===== src/rtl/eerd_pkg.sv =====
package eerd_pkg;

  typedef enum logic [2:0] {
    ST_IDLE,
    ST_START,
    ST_CTL,
    ST_CACK,
    ST_DATA,
    ST_MACK,
    ST_STOP
  } eerd_state_e;

  localparam logic [3:0] DEV_CODE = 4'b1010;

  // What the pins should do in a given state and quarter.
  typedef struct packed {
    logic scl_low;
    logic sda_hold;
    logic sda_low;
  } pin_plan_t;

  // Control byte: device code, select field, read bit.
  function automatic logic [7:0] ctl_byte(input logic wide, input logic [2:0] page);
    logic [2:0] sel;
    sel = wide ? 3'b000 : page;
    return {DEV_CODE, sel, 1'b1};
  endfunction

  // Quarter 0 and 1 keep SCL low, 2 and 3 release it; SDA is only
  // updated in quarter 1 of a bit slot, so it moves while SCL is low.
  function automatic pin_plan_t pin_plan(input eerd_state_e st, input logic [1:0] ph,
                                         input logic bit_val, input logic more);
    pin_plan_t p;
    p.scl_low  = 1'b0;
    p.sda_hold = 1'b0;
    p.sda_low  = 1'b0;
    case (st)
      ST_IDLE: begin
        p.scl_low = 1'b0;
        p.sda_low = 1'b0;
      end
      ST_START: begin
        p.scl_low = ph[1];
        p.sda_low = (ph != 2'd0);
      end
      ST_CTL: begin
        p.scl_low  = ~ph[1];
        p.sda_hold = (ph == 2'd0);
        p.sda_low  = ~bit_val;
      end
      ST_MACK: begin
        p.scl_low  = ~ph[1];
        p.sda_hold = (ph == 2'd0);
        p.sda_low  = more;
      end
      ST_STOP: begin
        p.scl_low  = ~ph[1];
        p.sda_hold = (ph == 2'd0);
        p.sda_low  = (ph != 2'd3);
      end
      default: begin
        p.scl_low  = ~ph[1];
        p.sda_hold = (ph == 2'd0);
        p.sda_low  = 1'b0;
      end
    endcase
    return p;
  endfunction

endpackage


===== src/rtl/eerd_tick_div.sv =====
module eerd_tick_div #(
  parameter int unsigned QTR_DIV = 8
) (
  input  logic clk,
  input  logic rst_n,
  input  logic clr,
  output logic tick
);

  generate
    if (QTR_DIV <= 1) begin : g_every
      assign tick = ~clr;
    end else begin : g_count
      localparam int unsigned CW = $clog2(QTR_DIV);
      localparam logic [CW-1:0] LAST = CW'(QTR_DIV - 1);
      logic [CW-1:0] cnt_q;

      always_ff @(posedge clk) begin
        if (!rst_n) begin
          cnt_q <= '0;
        end else if (clr || cnt_q == LAST) begin
          cnt_q <= '0;
        end else begin
          cnt_q <= cnt_q + 1'b1;
        end
      end

      assign tick = (cnt_q == LAST);


      tick_spacing_chk: assert property (@(posedge clk) disable iff (!rst_n)
        tick |=> !tick);
    end
  endgenerate

endmodule


===== src/rtl/eerd_rx_byte.sv =====
module eerd_rx_byte #(
  parameter int unsigned BYTE_W = 8
) (
  input  logic              clk,
  input  logic              rst_n,
  input  logic              sample,
  input  logic              sda_bit,
  input  logic              emit,
  output logic [BYTE_W-1:0] data,
  output logic              valid
);

  logic [BYTE_W-1:0] sh_q;
  logic [BYTE_W-1:0] data_q;
  logic              valid_q;

  always_ff @(posedge clk) begin
    if (!rst_n) begin
      sh_q    <= '0;
      data_q  <= '0;
      valid_q <= 1'b0;
    end else begin
      if (sample) sh_q <= {sh_q[BYTE_W-2:0], sda_bit};
      if (emit) data_q <= sh_q;
      valid_q <= emit;
    end
  end

  assign data  = data_q;
  assign valid = valid_q;


  valid_pulse_chk: assert property (@(posedge clk) disable iff (!rst_n)
    valid |=> !valid);

endmodule


===== src/rtl/eeprom_seq_reader.sv =====
module eeprom_seq_reader
  import eerd_pkg::*;
#(
  parameter int unsigned QTR_DIV     = 8,
  parameter int unsigned LEN_W       = 8,
  parameter int unsigned SYNC_STAGES = 2
) (
  input  logic             clk,
  input  logic             rst_n,
  input  logic             req_valid,
  input  logic             req_wide,
  input  logic [2:0]       req_page,
  input  logic [LEN_W-1:0] req_len_m1,
  input  logic             sda_in,
  output logic             scl_oe,
  output logic             sda_oe,
  output logic [7:0]       rd_data,
  output logic             rd_valid,
  output logic             busy,
  output logic             done,
  output logic             timeout
);

  localparam int unsigned SYN_N = (SYNC_STAGES < 1) ? 1 : SYNC_STAGES;

  eerd_state_e      st, st_n;
  logic [1:0]       ph, ph_n;
  logic [2:0]       bitn, bit_n;
  logic [LEN_W-1:0] left, left_n;
  logic [7:0]       ctl_q;
  logic             ack_q;
  logic             timeout_q, done_q;
  logic             scl_oe_q, sda_oe_q;
  pin_plan_t        plan;

  // Named internal events.
  logic tick, accept;
  logic ev_smp_ack, ev_smp_dat, ev_byte, ev_abort, ev_fin;
  logic sda_s;

  // Input synchroniser for the sensed data line.
  logic [SYN_N-1:0] sync_q;
  always_ff @(posedge clk) begin
    if (!rst_n) begin
      sync_q <= '1;
    end else begin
      sync_q[0] <= sda_in;
      for (int i = 1; i < SYN_N; i++) sync_q[i] <= sync_q[i-1];
    end
  end
  assign sda_s = sync_q[SYN_N-1];

  assign accept = (st == ST_IDLE) && req_valid;

  eerd_tick_div #(.QTR_DIV(QTR_DIV)) u_tick (
    .clk  (clk),
    .rst_n(rst_n),
    .clr  (accept),
    .tick (tick)
  );

  eerd_rx_byte #(.BYTE_W(8)) u_rx (
    .clk    (clk),
    .rst_n  (rst_n),
    .sample (ev_smp_dat),
    .sda_bit(sda_s),
    .emit   (ev_byte),
    .data   (rd_data),
    .valid  (rd_valid)
  );

  always_comb begin
    st_n       = st;
    ph_n       = ph;
    bit_n      = bitn;
    left_n     = left;
    ev_smp_ack = 1'b0;
    ev_smp_dat = 1'b0;
    ev_byte    = 1'b0;
    ev_abort   = 1'b0;
    ev_fin     = 1'b0;
    if (st == ST_IDLE) begin
      if (req_valid) begin
        st_n = ST_START;
        ph_n = 2'd0;
      end
    end else if (tick) begin
      ph_n = ph + 2'd1;
      if (ph == 2'd2) begin
        ev_smp_ack = (st == ST_CACK);
        ev_smp_dat = (st == ST_DATA);
      end
      if (ph == 2'd3) begin
        case (st)
          ST_START: begin
            st_n  = ST_CTL;
            bit_n = 3'd7;
          end
          ST_CTL: begin
            if (bitn == 3'd0) st_n = ST_CACK;
            else bit_n = bitn - 3'd1;
          end
          ST_CACK: begin
            if (!ack_q) begin
              st_n  = ST_DATA;
              bit_n = 3'd7;
            end else begin
              st_n     = ST_STOP;
              ev_abort = 1'b1;
            end
          end
          ST_DATA: begin
            if (bitn == 3'd0) begin
              st_n    = ST_MACK;
              ev_byte = 1'b1;
            end else begin
              bit_n = bitn - 3'd1;
            end
          end
          ST_MACK: begin
            if (left == '0) begin
              st_n = ST_STOP;
            end else begin
              left_n = left - 1'b1;
              st_n   = ST_DATA;
              bit_n  = 3'd7;
            end
          end
          ST_STOP: begin
            st_n   = ST_IDLE;
            ev_fin = 1'b1;
          end
          default: st_n = ST_IDLE;
        endcase
      end
    end
    plan = pin_plan(st_n, ph_n, ctl_q[bit_n], left_n != '0);
  end

  always_ff @(posedge clk) begin
    if (!rst_n) begin
      st        <= ST_IDLE;
      ph        <= 2'd0;
      bitn      <= 3'd0;
      left      <= '0;
      ctl_q     <= '0;
      ack_q     <= 1'b1;
      timeout_q <= 1'b0;
      done_q    <= 1'b0;
      scl_oe_q  <= 1'b0;
      sda_oe_q  <= 1'b0;
    end else begin
      st     <= st_n;
      ph     <= ph_n;
      bitn   <= bit_n;
      left   <= left_n;
      done_q <= ev_fin;
      if (accept) begin
        ctl_q     <= ctl_byte(req_wide, req_page);
        left      <= req_len_m1;
        timeout_q <= 1'b0;
      end else if (ev_abort) begin
        timeout_q <= 1'b1;
      end
      if (ev_smp_ack) ack_q <= sda_s;
      scl_oe_q <= plan.scl_low;
      if (!plan.sda_hold) sda_oe_q <= plan.sda_low;
    end
  end

  assign scl_oe  = scl_oe_q;
  assign sda_oe  = sda_oe_q;
  assign busy    = (st != ST_IDLE);
  assign done    = done_q;
  assign timeout = timeout_q;


  sda_while_high_chk: assert property (@(posedge clk) disable iff (!rst_n)
    (!scl_oe && !$past(scl_oe) && (sda_oe != $past(sda_oe)))
      |-> (st == ST_START || st == ST_STOP));


  idle_release_chk: assert property (@(posedge clk) disable iff (!rst_n)
    !busy |-> (!scl_oe && !sda_oe));


  done_end_chk: assert property (@(posedge clk) disable iff (!rst_n)
    done |-> (!busy && $past(busy)));


  timeout_src_chk: assert property (@(posedge clk) disable iff (!rst_n)
    $rose(timeout) |-> $past(ev_abort));


  req_hold_chk: assert property (@(posedge clk) disable iff (!rst_n)
    (busy && $past(busy)) |-> $stable(ctl_q));


  abort_nodata_chk: assert property (@(posedge clk) disable iff (!rst_n)
    timeout |-> !rd_valid);

endmodule


===== config.mk =====
export PLATFORM = sky130hd
export DESIGN_NAME = eeprom_seq_reader
export DESIGN_NICKNAME = d
export VERILOG_FILES = /design/src/rtl/eerd_pkg.sv /design/src/rtl/eerd_tick_div.sv /design/src/rtl/eerd_rx_byte.sv /design/src/rtl/eeprom_seq_reader.sv
export SDC_FILE = /design/constraint.sdc
export NUM_CORES = 1
export LEC_CHECK = 0
export ABC_AREA = 1
export BUFFER_PORTS_ARGS = -buffer_cell sky130_fd_sc_hd__buf_2
export CORE_ASPECT_RATIO = 0.5
export CORE_UTILIZATION = 52
export CTS_BUF_LIST = sky130_fd_sc_hd__clkbuf_2
export CTS_CLUSTER_DIAMETER = 120
export DETAILED_ROUTE_END_ITERATION = 10
export GPL_TIMING_DRIVEN = 0
export PLACE_DENSITY = 0.8
export SYNTH_ARGS = -nofsm -noshare
export SYNTH_HDL_FRONTEND = slang
export SYNTH_HIERARCHICAL = 1
export SYNTH_SLANG_ARGS = --single-unit

===== constraint.sdc =====
create_clock -name clk -period 3.2 [get_ports clk]
set_clock_uncertainty 0.2 [all_clocks]
set_input_delay 0.64 -clock clk [delete_from_list [all_inputs] [get_ports clk]]
set_output_delay 0.64 -clock clk [all_outputs]
set_load 0.05 [all_outputs]

==> flow_summary.json, run 1 <==
{
  "ios": 30,
  "drt_first_pass_iters": 4,
  "seqPwrFrac": 0.619,
  "hpwl_um": 4340,
  "grt_usage": 0.229,
  "synth_cell_types": 38,
  "setup_violations": 0,
  "internal_power_mw": 0.706,
  "initial_core_util": 0.571,
  "pre_cts_ws_ps": 599,
  "avgRoutedWirePerCell_um": 11.7,
  "cts_made_buffers": 5,
  "cts-resized-gates": 0,
  "p_leak_nw": 1.37,
  "htree_levels": 2,
  "rsz0062_at_grt": "no",
  "multiInputGateArea_mm2": 0.00141,
  "startpoint_type": "flop",
  "async_reset_ff_frac": 0,
  "r2r-end": "sda_oe",
  "syn_to_final_growth_pct": 9.73,
  "synth-seq-area-share": 0.355,
  "yosysWarnings": 6,
  "r2r_start": "u_tick/g_count.cnt_q[0]",
  "p_sw_frac": 0.292,
  "root_buffer": "clkbuf_2",
  "min_period_ps": 2650,
  "clock_path_buffers": 2,
  "cts_tree": "yes",
  "postCtsSetupRepairBufs": 0,
  "drtIter0Drc": 98,
  "post-route-period-util": 0.827,
  "clk_pin_slew_ps": 230,
  "fin_hold_ws_ps": 210,
  "synth.avg_cell_area_um2": 6.95,
  "drive_gt1_frac": 0.192,
  "max_slew_margin": 0.662,
  "ys.flop_type": "dfxtp_1",
  "hold_buffers": 0,
  "die_y_um": 52.5,
  "mostFrequentLayoutCells": "nand2_1 (89), nor2_1 (64), dfxtp_1 (47)",
  "die_area_mm2": 0.00540,
  "regArea_um2": 941,
  "drc": 0,
  "synth_edf_count": 0,
  "synth_area_mm2": 0.00265,
  "path_class": "reg -> reg",
  "path_max_fanout": 5,
  "rows": 17,
  "timing.final.ws_setup_ps": 555,
  "maxCapViolations": 0,
  "vias": 2475,
  "peakVddDrop_v": 0.000156,
  "overflow": 0,
  "worstMarginPinSlew_ps": 507,
  "final_common_cell": "nand2_1",
  "dieWidth_um": 103,
  "total_power_mw": 0.997,
  "vias_per_cell": 5.13,
  "fin_tns_setup_ps": 0,
  "grt_max_degree": 13,
  "ant_nets": 0,
  "fillCellCount": 459,
  "whs_endpoint": "sync_q[0]",
  "syn-num-nets": 407,
  "hold_path.class": "in -> reg",
  "cp_data_arrival_time_ps": 2780,
  "gp_congestion": 0.912,
  "wl_um": 5620,
  "end_kind": "flop",
  "hold_start": "sda_in",
  "nets": 443,
  "comb_power_share": 0.152,
  "antenna_cells": 0,
  "core_mm2": 0.00464,
  "hold_viol": 0,
  "hold_path_depth": 2,
  "p_per_area_mw_per_mm2": 343,
  "portBuffers": 29,
  "cp_data_required_time_ps": 3330,
  "cts.sink_count": 47,
  "fmax_mhz": 378,
  "clock_latency_ps": 420,
  "final_area_mm2": 0.00291,
  "outcome": "finished, final reports clean",
  "grt_pass1_vias": 2309,
  "syn_inst": 381,
  "grt_pass1_wl_um": 9450,
  "synth-seq-cells": 47,
  "rr_worst_depth": 15,
  "p_sw_mw": 0.291,
  "antenna_found_initial": 0,
  "r2r_setup_slack_ps": 550,
  "placed_cell_area_mm2": 0.00288,
  "clockPowerShare": 0.229,
  "slew_viol_final": 0
}
==> registers in the layout (all words and copies together), names as in the netlist <==
name / flops
scl_oe: 1
ph: 2
timeout: 1
sda_oe: 1
done: 1
sync_q: 2
st: 3
u_rx/sh_q: 8
ctl_q: 4
left: 8
u_tick/g_count.cnt_q: 3
u_rx/valid: 1
u_rx/data: 8
bitn: 3
ack_q: 1
==> layout make-up <==
| cell class | count | area share |
|---|---|---|
| Timing Repair Buffer | 29 | 0.0499 |
| Inverter | 49 | 0.0650 |
| Sequential cell | 47 | 0.324 |
| Buffer | 12 | 0.0366 |
| Tap cell | 66 | 0.0284 |
| Multi-Input combinational cell | 273 | 0.486 |
| Clock buffer | 6 | 0.0103 |
==> synth_stat cells, drive strengths merged (3+ instances only) <==
cell / count / share of area
a21oi: 15 / 0.035
o21ai: 22 / 0.043
nand3: 34 / 0.072
clkbuf: 3 / 0.0080
dfxtp: 47 / 0.36
nor2: 73 / 0.12
inv: 49 / 0.071
o211ai: 3 / 0.010
buf: 9 / 0.032
nand4: 5 / 0.012
ha: 10 / 0.047
nand2: 98 / 0.15
==> stage by stage <==
| step | util | instances |
|---|---|---|
| finish | 0.627 | 482 |
| global route | 0.627 | 482 |
| CTS | 0.627 | 482 |
| detailed placement | 0.620 | 476 |
| global placement | 0.620 | 476 |
| floorplan | - | 381 |
==> power by group through the flow <==
stage               Sequential (mW)  Combinational [mW]  Clock (mW)
detailed placement            0.628               0.150           0
floorplan                     0.629               0.110           0
finish                        0.617               0.152       0.228
global placement              0.627               0.145           0
global route                  0.620               0.172       0.263
CTS                           0.617               0.151       0.237
==> worst max-delay path by stage <==
stage | start | endpoint | slack [ps] | cells after the start
6_report | u_tick/g_count.cnt_q[0] | sda_oe | 550 | 15
5_1_grt | u_tick/g_count.cnt_q[0] | sda_oe | 280 | 15
4_1_cts | u_tick/g_count.cnt_q[0] | sda_oe | 570 | 15
3_5_place_dp | u_tick/g_count.cnt_q[0] | sda_oe | 600 | 15
3_3_place_gp | u_tick/g_count.cnt_q[0] | sda_oe | 670 | 15
2_1_floorplan | st[2] | sda_oe | 860 | 18
==> layer usage <==
layer | GRT usage | vias to the layer above | part of all wire
met4 | 0.0634 | 0 | 0.0094
li1 | - | 1267 | -
met5 | 0 | - | 0
met3 | 0.0493 | 9 | 0.053
met1 | 0.265 | 1132 | 0.46
met2 | 0.431 | 67 | 0.47
==> kinds of logic (layout without fill, tap and decap cells) <==
family	after synthesis	after routing	share of synthesized area
compound gates	46	46	0.110
fa+ha+maj	10	10	0.0472
buf+inv	61	96	0.111
flops	47	47	0.355
simple gates	217	217	0.376
==> worst max-delay path, stage by stage, from the launching register on <==
cell and delay [ps]:
dfxtp_1 360, ha_1 200, ha_1 270, nand2_1 190, inv_1 150, o21ai_0 280
inv_1 130, ha_1 230, inv_1 80, nor2_1 50, nand2_1 70, o21ai_0 80
a21oi_1 120, nand2_1 70, nand2_1 70, a21oi_2 50
Note: power is estimated with default switching activity, not from simulation.
==> inputs of run 2 (changes only) <==
--- a/config.mk
+++ b/config.mk
@@ -5,7 +5,7 @@
 export SDC_FILE = /design/constraint.sdc
 export NUM_CORES = 1
 export LEC_CHECK = 0
-export ABC_AREA = 1
+export ABC_AREA = 0
 export BUFFER_PORTS_ARGS = -buffer_cell sky130_fd_sc_hd__buf_2
 export CORE_ASPECT_RATIO = 0.5
 export CORE_UTILIZATION = 52
==> constraint.sdc (replaced) <==
create_clock -name clk -period 2.8 [get_ports clk]
set_clock_uncertainty 0.2 [all_clocks]
set_input_delay 0.56 -clock clk [delete_from_list [all_inputs] [get_ports clk]]
set_output_delay 0.56 -clock clk [all_outputs]
set_load 0.05 [all_outputs]
==> run 2 against run 1 <==
The flow now finishes with violations (negative setup slack). Largest cell class unchanged. Highest routed layer unchanged. Maximum frequency is 6.7% lower. Core utilization is 4.3 points higher. Non-clock buffer count is 17 higher. First-iteration DRC count is 23% higher. Clock-buffer cell count is 1 lower. Register-to-register slack worse by 590 ps. Critical endpoint unchanged. Worst setup slack worse by 590 ps. Synthesized area is 3.6% lower. Sequential share of layout area is 1.2 points lower. Via count is 4.0% lower. Clock power is 20% higher.
==> flow_summary.json, run 2 <==
{
  "drc": 0,
  "post-route-period-util": 1.01,
  "path_class": "reg -> reg",
  "synth_area_mm2": 0.00255,
  "avgRoutedWirePerCell_um": 15.1,
  "path_max_fanout": 8,
  "synth_cell_types": 53,
  "netlist_top_cells_count": "dfxtp_1 (47), nor2_1 (29), nand2_1 (24), mux2i_1 (21), nor2b_1 (21)",
  "vias": 2377,
  "cp_slowest_cell": "or4_4",
  "synth-seq-area-share": 0.368,
  "placed_cell_area_mm2": 0.00283,
  "hold_buffers": 0,
  "wl_um": 6230,
  "synth_top_cell_area_share": 0.368,
  "ant_nets": 0,
  "ios": 30,
  "r2r_start": "left[5]",
  "vias_per_cell": 5.77,
  "antenna_found_initial": 0,
  "cp-endpoint": "sda_oe",
  "drtIter0Drc": 121,
  "slowest_delay_ps": 420,
  "overflow": 0,
  "htree_levels": 2,
  "die_y_um": 51.6,
  "cp_data_required_time_ps": 2970,
  "startpoint_type": "flop",
  "cts.sink_count": 47,
  "nets": 372,
  "grt_max_degree": 15,
  "pre_cts_ws_ps": -334,
  "antenna_cells": 0,
  "dieWidth_um": 101,
  "yosysMostFrequentCell": "dfxtp_1",
  "synth-seq-cells": 47,
  "ys.flop_type": "dfxtp_1",
  "p_leak_nw": 1.18,
  "path_cells": "clkbuf_8 -> or4_4 -> or2_4 -> a211o_1 -> nand2_2 -> inv_2 -> ha_4 -> o21ai_2 -> or3b_4 -> o22ai_2 -> a41o_1",
  "path_delay_family": "simple AND/OR/NAND/NOR gates",
  "syn_to_final_growth_pct": 19.3,
  "portBuffers": 29,
  "grt_pass1_vias": 2107,
  "final_area_mm2": 0.00305,
  "drive_gt1_frac": 0.275,
  "rr_worst_depth": 11,
  "synth_area_leaders": "dfxtp_1 (37%), mux2i_1 (8.2%), nor2b_1 (5.1%)",
  "crit_start": "left[5]",
  "p_per_area_mw_per_mm2": 405,
  "core_mm2": 0.00455,
  "async_reset_ff_frac": 0,
  "cp_data_arrival_time_ps": 3000,
  "grt_pass1_wl_um": 9780,
  "gp_congestion": 0.857,
  "drt_first_pass_iters": 4,
  "max_slew_margin": 0.520,
  "min_period_ps": 2830,
  "r2r-end": "sda_oe",
  "die_area_mm2": 0.00521,
  "maxCapViolations": 0,
  "clk_pin_slew_ps": 230,
  "syn-num-nets": 322,
  "rsz0062_at_grt": "yes",
  "root_buffer": "clkbuf_2",
  "post-route-util": 0.669,
  "crit_cells": 11,
  "hpwl_um": 4200,
  "yosysWarnings": 6,
  "mostFrequentLayoutCells": "dfxtp_1 (42), buf_2 (31), nor2_1 (29)",
  "synth.avg_cell_area_um2": 8.63,
  "clock_path_buffers": 2,
  "worstMarginPinSlew_ps": 720,
  "clock_latency_ps": 410,
  "timing.final.ws_setup_ps": -33.9,
  "cts_made_buffers": 5,
  "end_kind": "flop",
  "peakVddDrop_v": 0.000170,
  "yosysTopAreaCell": "dfxtp_1",
  "cts_tree": "yes",
  "r2r_setup_slack_ps": -30,
  "setup_violations": 1,
  "hold_viol": 0,
  "initial_core_util": 0.561,
  "fmax_mhz": 353,
  "final_common_cell": "dfxtp_1",
  "rows": 17,
  "hold_path.class": "in -> reg",
  "syn_inst": 296,
  "outcome": "finished with violations",
  "violations": "negative setup slack",
  "slew_viol_final": 0,
  "synth_edf_count": 0,
  "grt_usage": 0.247,
  "path_buf_inv": 2
}
run 2: per-layer routing:
metal	GRT usage	up-vias	share of wire
met5	0	-	0
met4	0.0725	0	0.020
met3	0.0659	14	0.069
met2	0.440	98	0.48
met1	0.296	1110	0.43
li1	-	1155	-
run 2: power by group:
group | leakage [nW] | internal [mW] | switching, mW
clock | 0.0288 | 0.0575 | 0.215
combinational | 0.764 | 0.116 | 0.138
sequential | 0.384 | 0.691 | 0.0151
run 2: cell families after synthesis:
kind of cell,share of synthesized area
AO/OA/AOI/OAI,0.159
XOR/XNOR,0.00686
adder cells (fa/ha/maj),0.0490
buffers and inverters,0.0529
flip-flops,0.368
multiplexers,0.0823
AND/OR/NAND/NOR,0.282
run 2: worst reg2reg max path: cells and delay by family (launching register included):
family | cells | cell delay, ps
compound gates | 4 | 680
fa+ha+maj | 1 | 170
buf+inv | 2 | 210
flops | 1 | 370
simple gates | 4 | 1190
run 2: through the flow:
| step | power (mW) | hold WS, ps | cells | TNS (ps) |
|---|---|---|---|---|
| 6_report | 1.23 | 133 | 412 | -33.9 |
| 5_1_grt | 1.30 | 80.4 | 412 | -124 |
| 4_1_cts | 1.22 | 122 | 409 | 0 |
| 3_5_place_dp | 0.925 | 202 | 391 | -334 |
| 3_3_place_gp | 0.917 | 198 | 391 | -198 |
| 2_1_floorplan | 0.871 | 186 | 296 | 0 |
run 2: how the worst min path moves through the flow:
stage | from | endpoint | cells after the start
after CTS | sda_in | sync_q[0] | 2
after global placement | sync_q[0] | sync_q[1] | 1
after floorplan | sync_q[0] | sync_q[1] | 1
after global routing | sda_in | sync_q[0] | 2
final | sda_in | sync_q[0] | 2
after detailed placement | sync_q[0] | sync_q[1] | 1
run 2: cell type report:
class | instances | area [µm²]
Sequential cell | 47 | 950
Clock buffer | 5 | 25.0
Tap cell | 66 | 82.6
Inverter | 14 | 52.6
Fill cell | 398 | 1510
Multi-Input combinational cell | 220 | 1580
Buffer | 13 | 76.3
Clock inverter | 2 | 13.8
Timing Repair Buffer | 45 | 265
run 2: repair_timing:
| item | 4_1_cts | 5_1_grt |
|---|---|---|
| buffers inserted | 13 | 3 |
| endpoints found under the hold margin | 0 | 0 |
| pin swaps | 7 | 6 |
| endpoints found under the setup margin | 1 | 2 |
| gates resized for setup | 15 | 9 |
